`config.mk`:
```
export PLATFORM = sky130hd
export DESIGN_NAME = mgmt_seq
export DESIGN_NICKNAME = d
export VERILOG_FILES = /design/src/rtl/mgmt_seq_pkg.sv /design/src/rtl/mgmt_req_latch.sv /design/src/rtl/mgmt_hdr_ctr.sv /design/src/rtl/mgmt_seq_fsm.sv /design/src/rtl/mgmt_seq.sv
export SDC_FILE = /design/constraint.sdc
export NUM_CORES = 1
export LEC_CHECK = 0
export ABC_AREA = 1
export BUFFER_PORTS_ARGS = -buffer_cell sky130_fd_sc_hd__buf_2
export CORE_AREA = 2 2 78 80
export CTS_CLUSTER_SIZE = 30
export DETAILED_ROUTE_END_ITERATION = 7
export DIE_AREA = 0 0 80 82
export PLACE_DENSITY = 0.73
export SYNTH_ARGS = -nofsm -noshare
export SYNTH_HDL_FRONTEND = slang
export SYNTH_SLANG_ARGS = --single-unit
```
`constraint.sdc`:
```
create_clock -name clk -period 3.2 [get_ports clk]
set_clock_uncertainty 0.05 [all_clocks]
set_input_delay 0.32 -clock clk [delete_from_list [all_inputs] [get_ports clk]]
set_output_delay 0.32 -clock clk [all_outputs]
set_load 0.03 [all_outputs]
```
`src/rtl/mgmt_seq_pkg.sv`:
```
package mgmt_seq_pkg;

    typedef enum logic [2:0] {
        S_IDLE,
        S_SAVE,
        S_ENTER,
        S_HANDLER,
        S_RESTORE,
        S_EXIT
    } seq_state_e;

    typedef struct packed {
        logic active;
        logic wr;
        logic rd;
        logic entry;
        logic real_force;
        logic leave;
    } seq_ctl_t;

    function automatic seq_ctl_t decode_ctl(seq_state_e s);
        seq_ctl_t c;
        c.active     = (s == S_SAVE) || (s == S_ENTER) || (s == S_HANDLER) || (s == S_RESTORE);
        c.wr         = (s == S_SAVE);
        c.rd         = (s == S_RESTORE);
        c.entry      = (s == S_ENTER);
        c.real_force = (s == S_ENTER) || (s == S_HANDLER);
        c.leave      = (s == S_EXIT);
        return c;
    endfunction

endpackage

```
`src/rtl/mgmt_req_latch.sv`:
```
module mgmt_req_latch (
    input  logic clk,
    input  logic rst,
    input  logic req_n,
    input  logic clear,
    output logic seen
);
    logic req_n_q;
    logic pend_q;
    logic fall;

    assign fall = req_n_q & ~req_n;
    assign seen = pend_q | fall;

    always_ff @(posedge clk) begin
        if (rst) begin
            req_n_q <= 1'b1;
            pend_q  <= 1'b0;
        end else begin
            req_n_q <= req_n;
            if (clear)
                pend_q <= 1'b0;
            else if (fall)
                pend_q <= 1'b1;
        end
    end
endmodule

```
`src/rtl/mgmt_hdr_ctr.sv`:
```
module mgmt_hdr_ctr #(
    parameter int NW = 16,
    parameter int AW = 16,
    parameter logic [AW-1:0] HDR_BASE = 16'hFE00,
    localparam int CW = (NW > 1) ? $clog2(NW) : 1
) (
    input  logic          clk,
    input  logic          rst,
    input  logic          clr,
    input  logic          step,
    output logic [CW-1:0] idx,
    output logic [AW-1:0] addr,
    output logic          last
);
    always_ff @(posedge clk) begin
        if (rst || clr)
            idx <= '0;
        else if (step)
            idx <= idx + 1'b1;
    end

    assign last = (idx == CW'(NW - 1));
    assign addr = HDR_BASE + AW'(idx);
endmodule

```
`src/rtl/mgmt_seq_fsm.sv`:
```
module mgmt_seq_fsm
    import mgmt_seq_pkg::*;
(
    input  logic       clk,
    input  logic       rst,
    input  logic       take,
    input  logic       rsm_exec,
    input  logic       last,
    output seq_state_e state
);
    seq_state_e nxt;

    always_comb begin
        nxt = state;
        case (state)
            S_IDLE:    if (take) nxt = S_SAVE;
            S_SAVE:    if (last) nxt = S_ENTER;
            S_ENTER:   nxt = S_HANDLER;
            S_HANDLER: if (rsm_exec) nxt = S_RESTORE;
            S_RESTORE: if (last) nxt = S_EXIT;
            S_EXIT:    nxt = S_IDLE;
            default:   nxt = S_IDLE;
        endcase
    end

    always_ff @(posedge clk) begin
        if (rst)
            state <= S_IDLE;
        else
            state <= nxt;
    end
endmodule

```
`src/rtl/mgmt_seq.sv`:
```
module mgmt_seq
    import mgmt_seq_pkg::*;
#(
    parameter int DW = 32,
    parameter int NW = 16,
    parameter int AW = 16,
    parameter logic [AW-1:0] HDR_BASE = 16'hFE00,
    parameter logic [DW-1:0] ENTRY_ADDR = 32'h0003_8000,
    parameter int IO_BIT = 1,
    localparam int CW = (NW > 1) ? $clog2(NW) : 1
) (
    input  logic          clk,
    input  logic          rst,
    input  logic          req_n,
    input  logic          insn_done,
    input  logic          rsm_exec,
    input  logic [DW-1:0] st_word,
    input  logic [DW-1:0] mem_rdata,
    output logic          mgmt_active,
    output logic          intr_block,
    output logic          nmi_block,
    output logic          force_real,
    output logic          arch_clr,
    output logic          redirect_en,
    output logic [DW-1:0] redirect_addr,
    output logic          mem_we,
    output logic          mem_re,
    output logic [AW-1:0] mem_addr,
    output logic [DW-1:0] mem_wdata,
    output logic [CW-1:0] st_sel,
    output logic          ld_en,
    output logic [CW-1:0] ld_idx,
    output logic [DW-1:0] ld_data,
    output logic          resume_go,
    output logic          io_restart
);
    seq_state_e    state;
    seq_ctl_t      ctl;
    logic          seen;
    logic          take;
    logic          last;
    logic [CW-1:0] idx;
    logic [AW-1:0] hdr_addr;
    logic          io_q;

    assign ctl  = decode_ctl(state);
    assign take = seen & insn_done & (state == S_IDLE);

    mgmt_req_latch u_req (
        .clk   (clk),
        .rst   (rst),
        .req_n (req_n),
        .clear (take),
        .seen  (seen)
    );

    mgmt_hdr_ctr #(
        .NW       (NW),
        .AW       (AW),
        .HDR_BASE (HDR_BASE)
    ) u_ctr (
        .clk  (clk),
        .rst  (rst),
        .clr  (~(ctl.wr | ctl.rd)),
        .step (ctl.wr | ctl.rd),
        .idx  (idx),
        .addr (hdr_addr),
        .last (last)
    );

    mgmt_seq_fsm u_fsm (
        .clk      (clk),
        .rst      (rst),
        .take     (take),
        .rsm_exec (rsm_exec),
        .last     (last),
        .state    (state)
    );

    // I/O restart flag comes from header word 0 as it is read back
    always_ff @(posedge clk) begin
        if (rst)
            io_q <= 1'b0;
        else if (ctl.rd && idx == '0)
            io_q <= mem_rdata[IO_BIT];
    end

    assign mgmt_active   = ctl.active;
    assign intr_block    = ctl.active;
    assign nmi_block     = ctl.active;
    assign force_real    = ctl.real_force;
    assign arch_clr      = ctl.entry;
    assign redirect_en   = ctl.entry;
    assign redirect_addr = ctl.entry ? ENTRY_ADDR : '0;
    assign mem_we        = ctl.wr;
    assign mem_re        = ctl.rd;
    assign mem_addr      = (ctl.wr | ctl.rd) ? hdr_addr : '0;
    assign mem_wdata     = ctl.wr ? st_word : '0;
    assign st_sel        = ctl.wr ? idx : '0;
    assign ld_en         = ctl.rd;
    assign ld_idx        = ctl.rd ? idx : '0;
    assign ld_data       = ctl.rd ? mem_rdata : '0;
    assign resume_go     = ctl.leave;
    assign io_restart    = ctl.leave & io_q;
endmodule

```
==> impl_metrics.tcl, run 1 <==
set metrics [dict create \
    run_status "finished, final reports clean" \
    num_io_pins 200 \
    ctsLongestPathBuffers 2 \
    grt_max_usage_layer "met2" \
    report.final.setup_viol 0 \
    critPathRequiredTime_ns 2.83 \
    clock_sink_count 10 \
    cts.repair.resized 0 \
    die_width_um 80 \
    crit_buf_inv 3 \
    crit_path_max_fanout 37 \
    fin_ws_ns 1.20 \
    crit_path_frequent_cell "sky130_fd_sc_hd__inv_2" \
    vias 1842 \
    final_net_count 495 \
    die-area_um2 6560 \
    drt_first_pass_iters 4 \
    start_util_pct 26.4 \
    route.detailed.wl_per_inst_um 8.59 \
    path_class "reg2out" \
    hold_path.class "in2reg" \
    area_growth_syn_to_layout_pct 44.6 \
    grt_first_pass_wirelength_um 6110 \
    cts_root_buffer "sky130_fd_sc_hd__clkbuf_8" \
    syn-instance-count 275 \
    final_max_slew_viol_count 0 \
    ys_warn_count 0 \
    hold_path_depth 3 \
    met3_usage_pct 2.09 \
    grt_start_max_net_pins 38 \
    std_cell_core_area_um2 5750 \
    yosysSeqAreaShare_pct 13.2 \
    seq_area_um2 200 \
    post_synth.cell_area_avg_um2 5.51 \
    grt-ovfl-total 0 \
    globalplace.congestion 0.810 \
    finish.utilization_pct 38.1 \
    dpl-instance-area_um2 2150 \
    seq_power_share_pct 9.8 \
    critPathArrivalTime_ns 1.63 \
    r2r.worst_path.cells 7 \
    hpwl_um 3610 \
    routed_via_density 3.71 \
    slew_headroom_pct 58.8 \
    synth_top_family_by_area "buffers and inverters" \
    xor_xnor_fraction_of_synth_area_pct 1.16 \
    final_design_area_no_fill_um2 2190 \
    achievable-frequency_mhz 500 \
    critPathMaxStageDelay_ns 0.46 \
    fp.dieH_um 82 \
    power.ir.vdd_worst_uv 691 \
    grt_util_met2_pct 22.4 \
    power_density_over_cell_area_nw_per_um2 910 \
    globalRouteMet1Util_pct 12.2 \
    min_period_ns 2.00 \
    cts_tree "yes" \
    final.period_utilization_pct 62.4 \
    synth_fa_ha_area_share_pct 1.65 \
    power.internal_uw 641 \
    share_comb_of_total_power_pct 83.9 \
    setup_tns_ns 0 \
    rr_endpoint "u_fsm.state[1]" \
    post_route_cells_drive_above_1_share_pct 44.1 \
    synth_compound_gate_area_share_pct 2.48 \
    totalPowerFinal_mw 1.99 \
    ys_seq_elements 10 \
    path_cells "inv_2 > nand2_2 > nor2_4 > inv_2 > nor2_1 > buf_2" \
    postCtsSetupBuffers 0 \
    drc_errors 0 \
    total_switching_power_mw 1.35 \
    yosys-mux-area-fraction_pct 0 \
    crit_path_end_kind "output port" \
    power.switching_fraction_pct 67.8 \
    worstReg2RegStart "u_fsm.state[1]" \
    timing.critical_path.depth 6 \
    cts_buffers 3 \
    cellLeakagePower_nw 1.68 \
    clock_latency_late_sink_ns 0.23 \
    multi_input_comb_area_um2 723 \
    netlist-cell-type-count 27 \
    clkSlewWorstSetupHoldPaths_ns 0.04 \
    synth_simple_gate_area_share_pct 34.0 \
    core.rowCount 28 \
    hold_violations 0 \
    diodes 0 \
    clock_tree.htree_level_count 1 \
    initial_antenna_violation_count 0 \
    crit_path_start "u_fsm.state[1]" \
    fin_hold_ws_ns 0.228 \
    portBuffers 165 \
    dpl.cell_count 494 \
    worst_path_max_delay_cell "sky130_fd_sc_hd__inv_2" \
    synth.cell_area_um2 1510 \
    cp-endpoint "mem_wdata[22]" \
    antenna_viol_nets_final 0 \
    tightestPinTransition_ns 0.618 \
    critPathTopFamily "buffers and inverters" \
    r2r_setup_slack_ns 1.58 \
    first_iter_violations 27 \
    critical_path.startpoint_type "flop" \
    gr-usage-all-layers_pct 11.5 \
    dp_slack_ns 1.41 \
    layoutNonFillerInstCount 497 \
    power.share.clock_pct 6.3 \
    vias_in_the_first_global_route 1446 \
    totalWireLength_um 4270 \
    hold_fix_buffer_count_after_cts 0 \
    rsz0062_at_grt "no" \
    timing.max_cap.violations 0 \
    filler_cell_count 641 \
]
-- layout by cell type (no fill, tap or decap), types with 3 or more instances in the layout --
cell                       Yosys  layout
sky130_fd_sc_hd__inv_2         6       6
sky130_fd_sc_hd__dfxtp_1      10      10
sky130_fd_sc_hd__nand2_1      17      17
sky130_fd_sc_hd__clkbuf_8      0       3
sky130_fd_sc_hd__inv_1        72      72
sky130_fd_sc_hd__buf_2         3     165
sky130_fd_sc_hd__conb_1        1      34
sky130_fd_sc_hd__nand2_2       3       3
sky130_fd_sc_hd__nand3_1       3       3
sky130_fd_sc_hd__nor2_1       88      88
-- worst min path at each step --
stage | from | endpoint
6_report | req_n | u_req.req_n_q
2_1_floorplan | insn_done | u_req.pend_q
4_1_cts | req_n | u_req.req_n_q
3_3_place_gp | u_ctr.idx[0] | u_ctr.idx[0]
5_1_grt | req_n | u_req.req_n_q
3_5_place_dp | u_ctr.idx[0] | u_ctr.idx[0]
-- cell type report --
cell class / count / area share (%)
multi-input combinational: 164 / 33.0
clock buffer: 3 / 1.89
tap: 75 / 4.29
inverter: 80 / 13.9
sequential: 10 / 9.14
timing repair buffer: 165 / 37.7
-- Yosys cell counts --
| cell | count | area [um2] |
|---|---|---|
| sky130_fd_sc_hd__o211ai_2 | 1 | 12.5 |
| sky130_fd_sc_hd__inv_1 | 72 | 270 |
| sky130_fd_sc_hd__ha_1 | 2 | 25.0 |
| sky130_fd_sc_hd__xnor2_1 | 1 | 8.76 |
| sky130_fd_sc_hd__conb_1 | 1 | 3.75 |
| sky130_fd_sc_hd__dfxtp_1 | 10 | 200 |
| sky130_fd_sc_hd__buf_2 | 3 | 15.0 |
| sky130_fd_sc_hd__xor2_1 | 1 | 8.76 |
| sky130_fd_sc_hd__inv_4 | 2 | 12.5 |
| sky130_fd_sc_hd__inv_2 | 6 | 22.5 |
| sky130_fd_sc_hd__nor2_4 | 2 | 22.5 |
| sky130_fd_sc_hd__nor2b_1 | 1 | 6.26 |
| sky130_fd_sc_hd__nand2_2 | 3 | 18.8 |
| sky130_fd_sc_hd__nor2_1 | 88 | 330 |
| sky130_fd_sc_hd__nand3_1 | 3 | 15.0 |
| sky130_fd_sc_hd__a21oi_1 | 2 | 10.0 |
| sky130_fd_sc_hd__nand2_4 | 1 | 11.3 |
| sky130_fd_sc_hd__buf_4 | 48 | 360 |
| sky130_fd_sc_hd__o21ai_0 | 2 | 10.0 |
| sky130_fd_sc_hd__nand2_1 | 17 | 63.8 |
| sky130_fd_sc_hd__and2_1 | 1 | 6.26 |
| sky130_fd_sc_hd__nand4_2 | 1 | 12.5 |
| sky130_fd_sc_hd__nand3_2 | 1 | 10.0 |
| sky130_fd_sc_hd__buf_6 | 3 | 33.8 |
| sky130_fd_sc_hd__nor3b_1 | 1 | 7.51 |
| sky130_fd_sc_hd__nand3b_2 | 1 | 11.3 |
| sky130_fd_sc_hd__o21ai_1 | 1 | 5.00 |
-- routing by layer --
metal | routed length (um) | vias up
met4 | 16 | 0
met2 | 2170 | 95
met1 | 1680 | 773
met3 | 400 | 4
met5 | 0 | -
li1 | - | 970
-- power by group through the flow --
stage / clock, mW / sequential [mW] / combinational (mW)
CTS: 0.131 / 0.196 / 1.68
detailed placement: 0 / 0.198 / 1.68
finish: 0.125 / 0.196 / 1.67
global route: 0.137 / 0.199 / 1.80
global placement: 0 / 0.197 / 1.67
floorplan: 0 / 0.191 / 1.48
-- kinds of logic (layout without fill, tap and decap cells) --
family,Yosys count,in the layout
compound gates,6,6
xor+xnor,2,2
fa+ha+maj,2,2
buf+inv,134,248
flops,10,10
other cells,1,34
simple gates,120,120
-- worst reg2reg max path: cells and delay by family, from the launching register on --
family	cells	cell delay, ns
flip-flops	1	0.39
AND/OR/NAND/NOR	4	0.34
buffers and inverters	2	0.54
AO/OA/AOI/OAI	1	0.19
-- flip-flops by register name (all words and copies together) (netlist names) --
register,count
io_q,1
u_req.req_n_q,1
u_ctr.idx,4
u_req.pend_q,1
u_fsm.state,3
Power figures use the tool's default switching activity.
==> run 2: changes to the inputs <==
--- a/config.mk
+++ b/config.mk
@@ -7,11 +7,11 @@
 export LEC_CHECK = 0
 export ABC_AREA = 1
 export BUFFER_PORTS_ARGS = -buffer_cell sky130_fd_sc_hd__buf_2
-export CORE_AREA = 2 2 78 80
+export CORE_AREA = 2 2 76 78
 export CTS_CLUSTER_SIZE = 30
 export DETAILED_ROUTE_END_ITERATION = 7
-export DIE_AREA = 0 0 80 82
-export PLACE_DENSITY = 0.73
+export DIE_AREA = 0 0 78 80
+export PLACE_DENSITY = 0.76
 export SYNTH_ARGS = -nofsm -noshare
 export SYNTH_HDL_FRONTEND = slang
 export SYNTH_SLANG_ARGS = --single-unit
==> constraint.sdc (replaced) <==
create_clock -name clk -period 1.87 [get_ports clk]
set_clock_uncertainty 0.05 [all_clocks]
set_input_delay 0.187 -clock clk [delete_from_list [all_inputs] [get_ports clk]]
set_output_delay 0.187 -clock clk [all_outputs]
set_load 0.03 [all_outputs]
==> run 2 against run 1 <==
  * Critical path depth is 1 higher
  * First-iteration DRC count is 7.4% higher
  * Critical endpoint is now mem_wdata[8]
  * Die area is 4.9% lower
  * Combinational power is 74% higher
  * Global-route usage is 1.5 points higher
  * Clock-buffer cell count is 1 higher
  * Utilization is 2.9 points higher
  * Clock power is 120% higher
  * Sequential share of layout area hardly changed
  * Register-to-register slack worse by 1.1 ns
  * Sequential power is 76% higher
  * Final cell count stayed put
==> impl_metrics.tcl, run 2 (synthesis results as in run 1) <==
set metrics [dict create \
    die-area_um2 6240 \
    clock_latency_late_sink_ns 0.24 \
    cellLeakagePower_nw 1.70 \
    timing.max_cap.violations 0 \
    r2r_setup_slack_ns 0.45 \
    std_cell_core_area_um2 5410 \
    final_design_area_no_fill_um2 2220 \
    grt_start_max_net_pins 38 \
    route.detailed.wl_per_inst_um 9.14 \
    clock_sink_count 10 \
    grt_first_pass_wirelength_um 6770 \
    final_net_count 497 \
    hpwl_um 3870 \
    postCtsSetupBuffers 0 \
    filler_cell_count 581 \
    power_density_over_cell_area_nw_per_um2 1590 \
    top_signal_layer_used "met4" \
    first_iter_violations 29 \
    vias 1891 \
    routed_via_density 3.80 \
    top_register "u_ctr.idx" \
    critical_path.startpoint_type "flop" \
    min_period_ns 1.71 \
    run_status "finished, final reports clean" \
    dpl-instance-area_um2 2160 \
    area_growth_syn_to_layout_pct 46.4 \
    critPathRequiredTime_ns 1.63 \
    num_io_pins 200 \
    start_util_pct 28.0 \
    diodes 0 \
    report.final.setup_viol 0 \
    cts_root_buffer "sky130_fd_sc_hd__clkbuf_8" \
    crit_path_max_fanout 21 \
    critPathArrivalTime_ns 1.47 \
    routed-wl-met3_um 374 \
    globalplace.congestion 0.774 \
    crit_path_end_kind "output port" \
    achievable-frequency_mhz 585 \
    cts_tree "yes" \
    final_max_slew_viol_count 0 \
    fp.dieH_um 80 \
    drt_first_pass_iters 5 \
    totalWireLength_um 4540 \
    power.ir.vdd_worst_uv 1010 \
    ctsLongestPathBuffers 2 \
    layout_common_cells "165 x sky130_fd_sc_hd__buf_2, 88 x sky130_fd_sc_hd__nor2_1, 72 x sky130_fd_sc_hd__inv_1" \
    final_common_cell "sky130_fd_sc_hd__buf_2" \
    initial_antenna_violation_count 0 \
    met2_wirelength_um 2400 \
    antenna_viol_nets_final 0 \
    gr-usage-all-layers_pct 12.9 \
    cts_buffers 3 \
    rsz0062_at_grt "no" \
    grt-ovfl-total 0 \
    final.period_utilization_pct 91.4 \
    portBuffers 165 \
    setup_tns_ns 0 \
    post_route_cells_drive_above_1_share_pct 44.9 \
    routedLengthMet1_um 1750 \
    hold_violations 0 \
    leading_registers_by_flop_count "u_ctr.idx x4, u_fsm.state x3" \
    largest_register_ff_count 4 \
    clock_tree.htree_level_count 1 \
    die_width_um 78 \
    vias_in_the_first_global_route 1592 \
    path_class "reg2out" \
    clkSlewWorstSetupHoldPaths_ns 0.05 \
    drc_errors 0 \
    hold_path.class "in2reg" \
    core.rowCount 27 \
]
## run 2: critical path, stage by stage (launching register included)
cell and delay [ns]:
sky130_fd_sc_hd__dfxtp_1 0.35, sky130_fd_sc_hd__inv_2 0.10, sky130_fd_sc_hd__nand2_2 0.09, sky130_fd_sc_hd__nor2_4 0.12, sky130_fd_sc_hd__inv_2 0.04, sky130_fd_sc_hd__buf_4 0.19, sky130_fd_sc_hd__nor2_1 0.12, sky130_fd_sc_hd__buf_2 0.21
## run 2: repair_timing
item,in CTS,in global routing
gates resized for setup,0,2
hold endpoints to repair,0,0
hold buffers,0,0
endpoints found under the setup margin,0,8
## run 2: final timing paths
path	start	endpoint	cells after the start
setup reg to reg	u_fsm.state[1]	u_fsm.state[2]	7
hold / removal	insn_done	u_req.pend_q	2
setup / recovery	u_fsm.state[1]	mem_wdata[8]	7
hold reg to reg	u_ctr.idx[0]	u_ctr.idx[0]	1
## run 2: area by class of cell
| class | instances | area, um2 | area share [%] |
|---|---|---|---|
| Tap cell | 72 | 90.1 | 4.06 |
| Timing Repair Buffer | 167 | 841 | 37.9 |
| Clock buffer | 4 | 55.1 | 2.48 |
| Multi-Input combinational cell | 164 | 723 | 32.6 |
| Sequential cell | 10 | 203 | 9.14 |
| Inverter | 80 | 305 | 13.8 |
## run 2: through the flow
stage | setup WS [ns] | power, mW | cells | utilization (%) | hold WS [ns]
floorplan | 0.162 | 2.86 | 308 | - | 0.228
global placement | 0.336 | 3.22 | 493 | 40.0 | 0.323
detailed placement | 0.336 | 3.26 | 493 | 40.0 | 0.335
CTS | 0.0752 | 3.54 | 497 | 41.0 | 0.0873
global route | 0.00745 | 3.76 | 497 | 41.0 | 0.103
finish | 0.161 | 3.52 | 497 | 41.0 | 0.0893
## run 2: power breakdown
part	total [mW]	switching (mW)	leakage [nW]	internal, mW
Sequential	0.344	0.0722	0.0827	0.272
Combinational	2.90	2.19	1.59	0.715
Clock	0.269	0.0838	0.0288	0.185
Total	3.52	2.35	1.70	1.17
## run 2: per-layer routing
metal	vias up	global-route usage, %
li1	975	-
met1	822	13.9
met2	92	26.3
met3	2	1.70
met4	0	3.16
met5	-	0
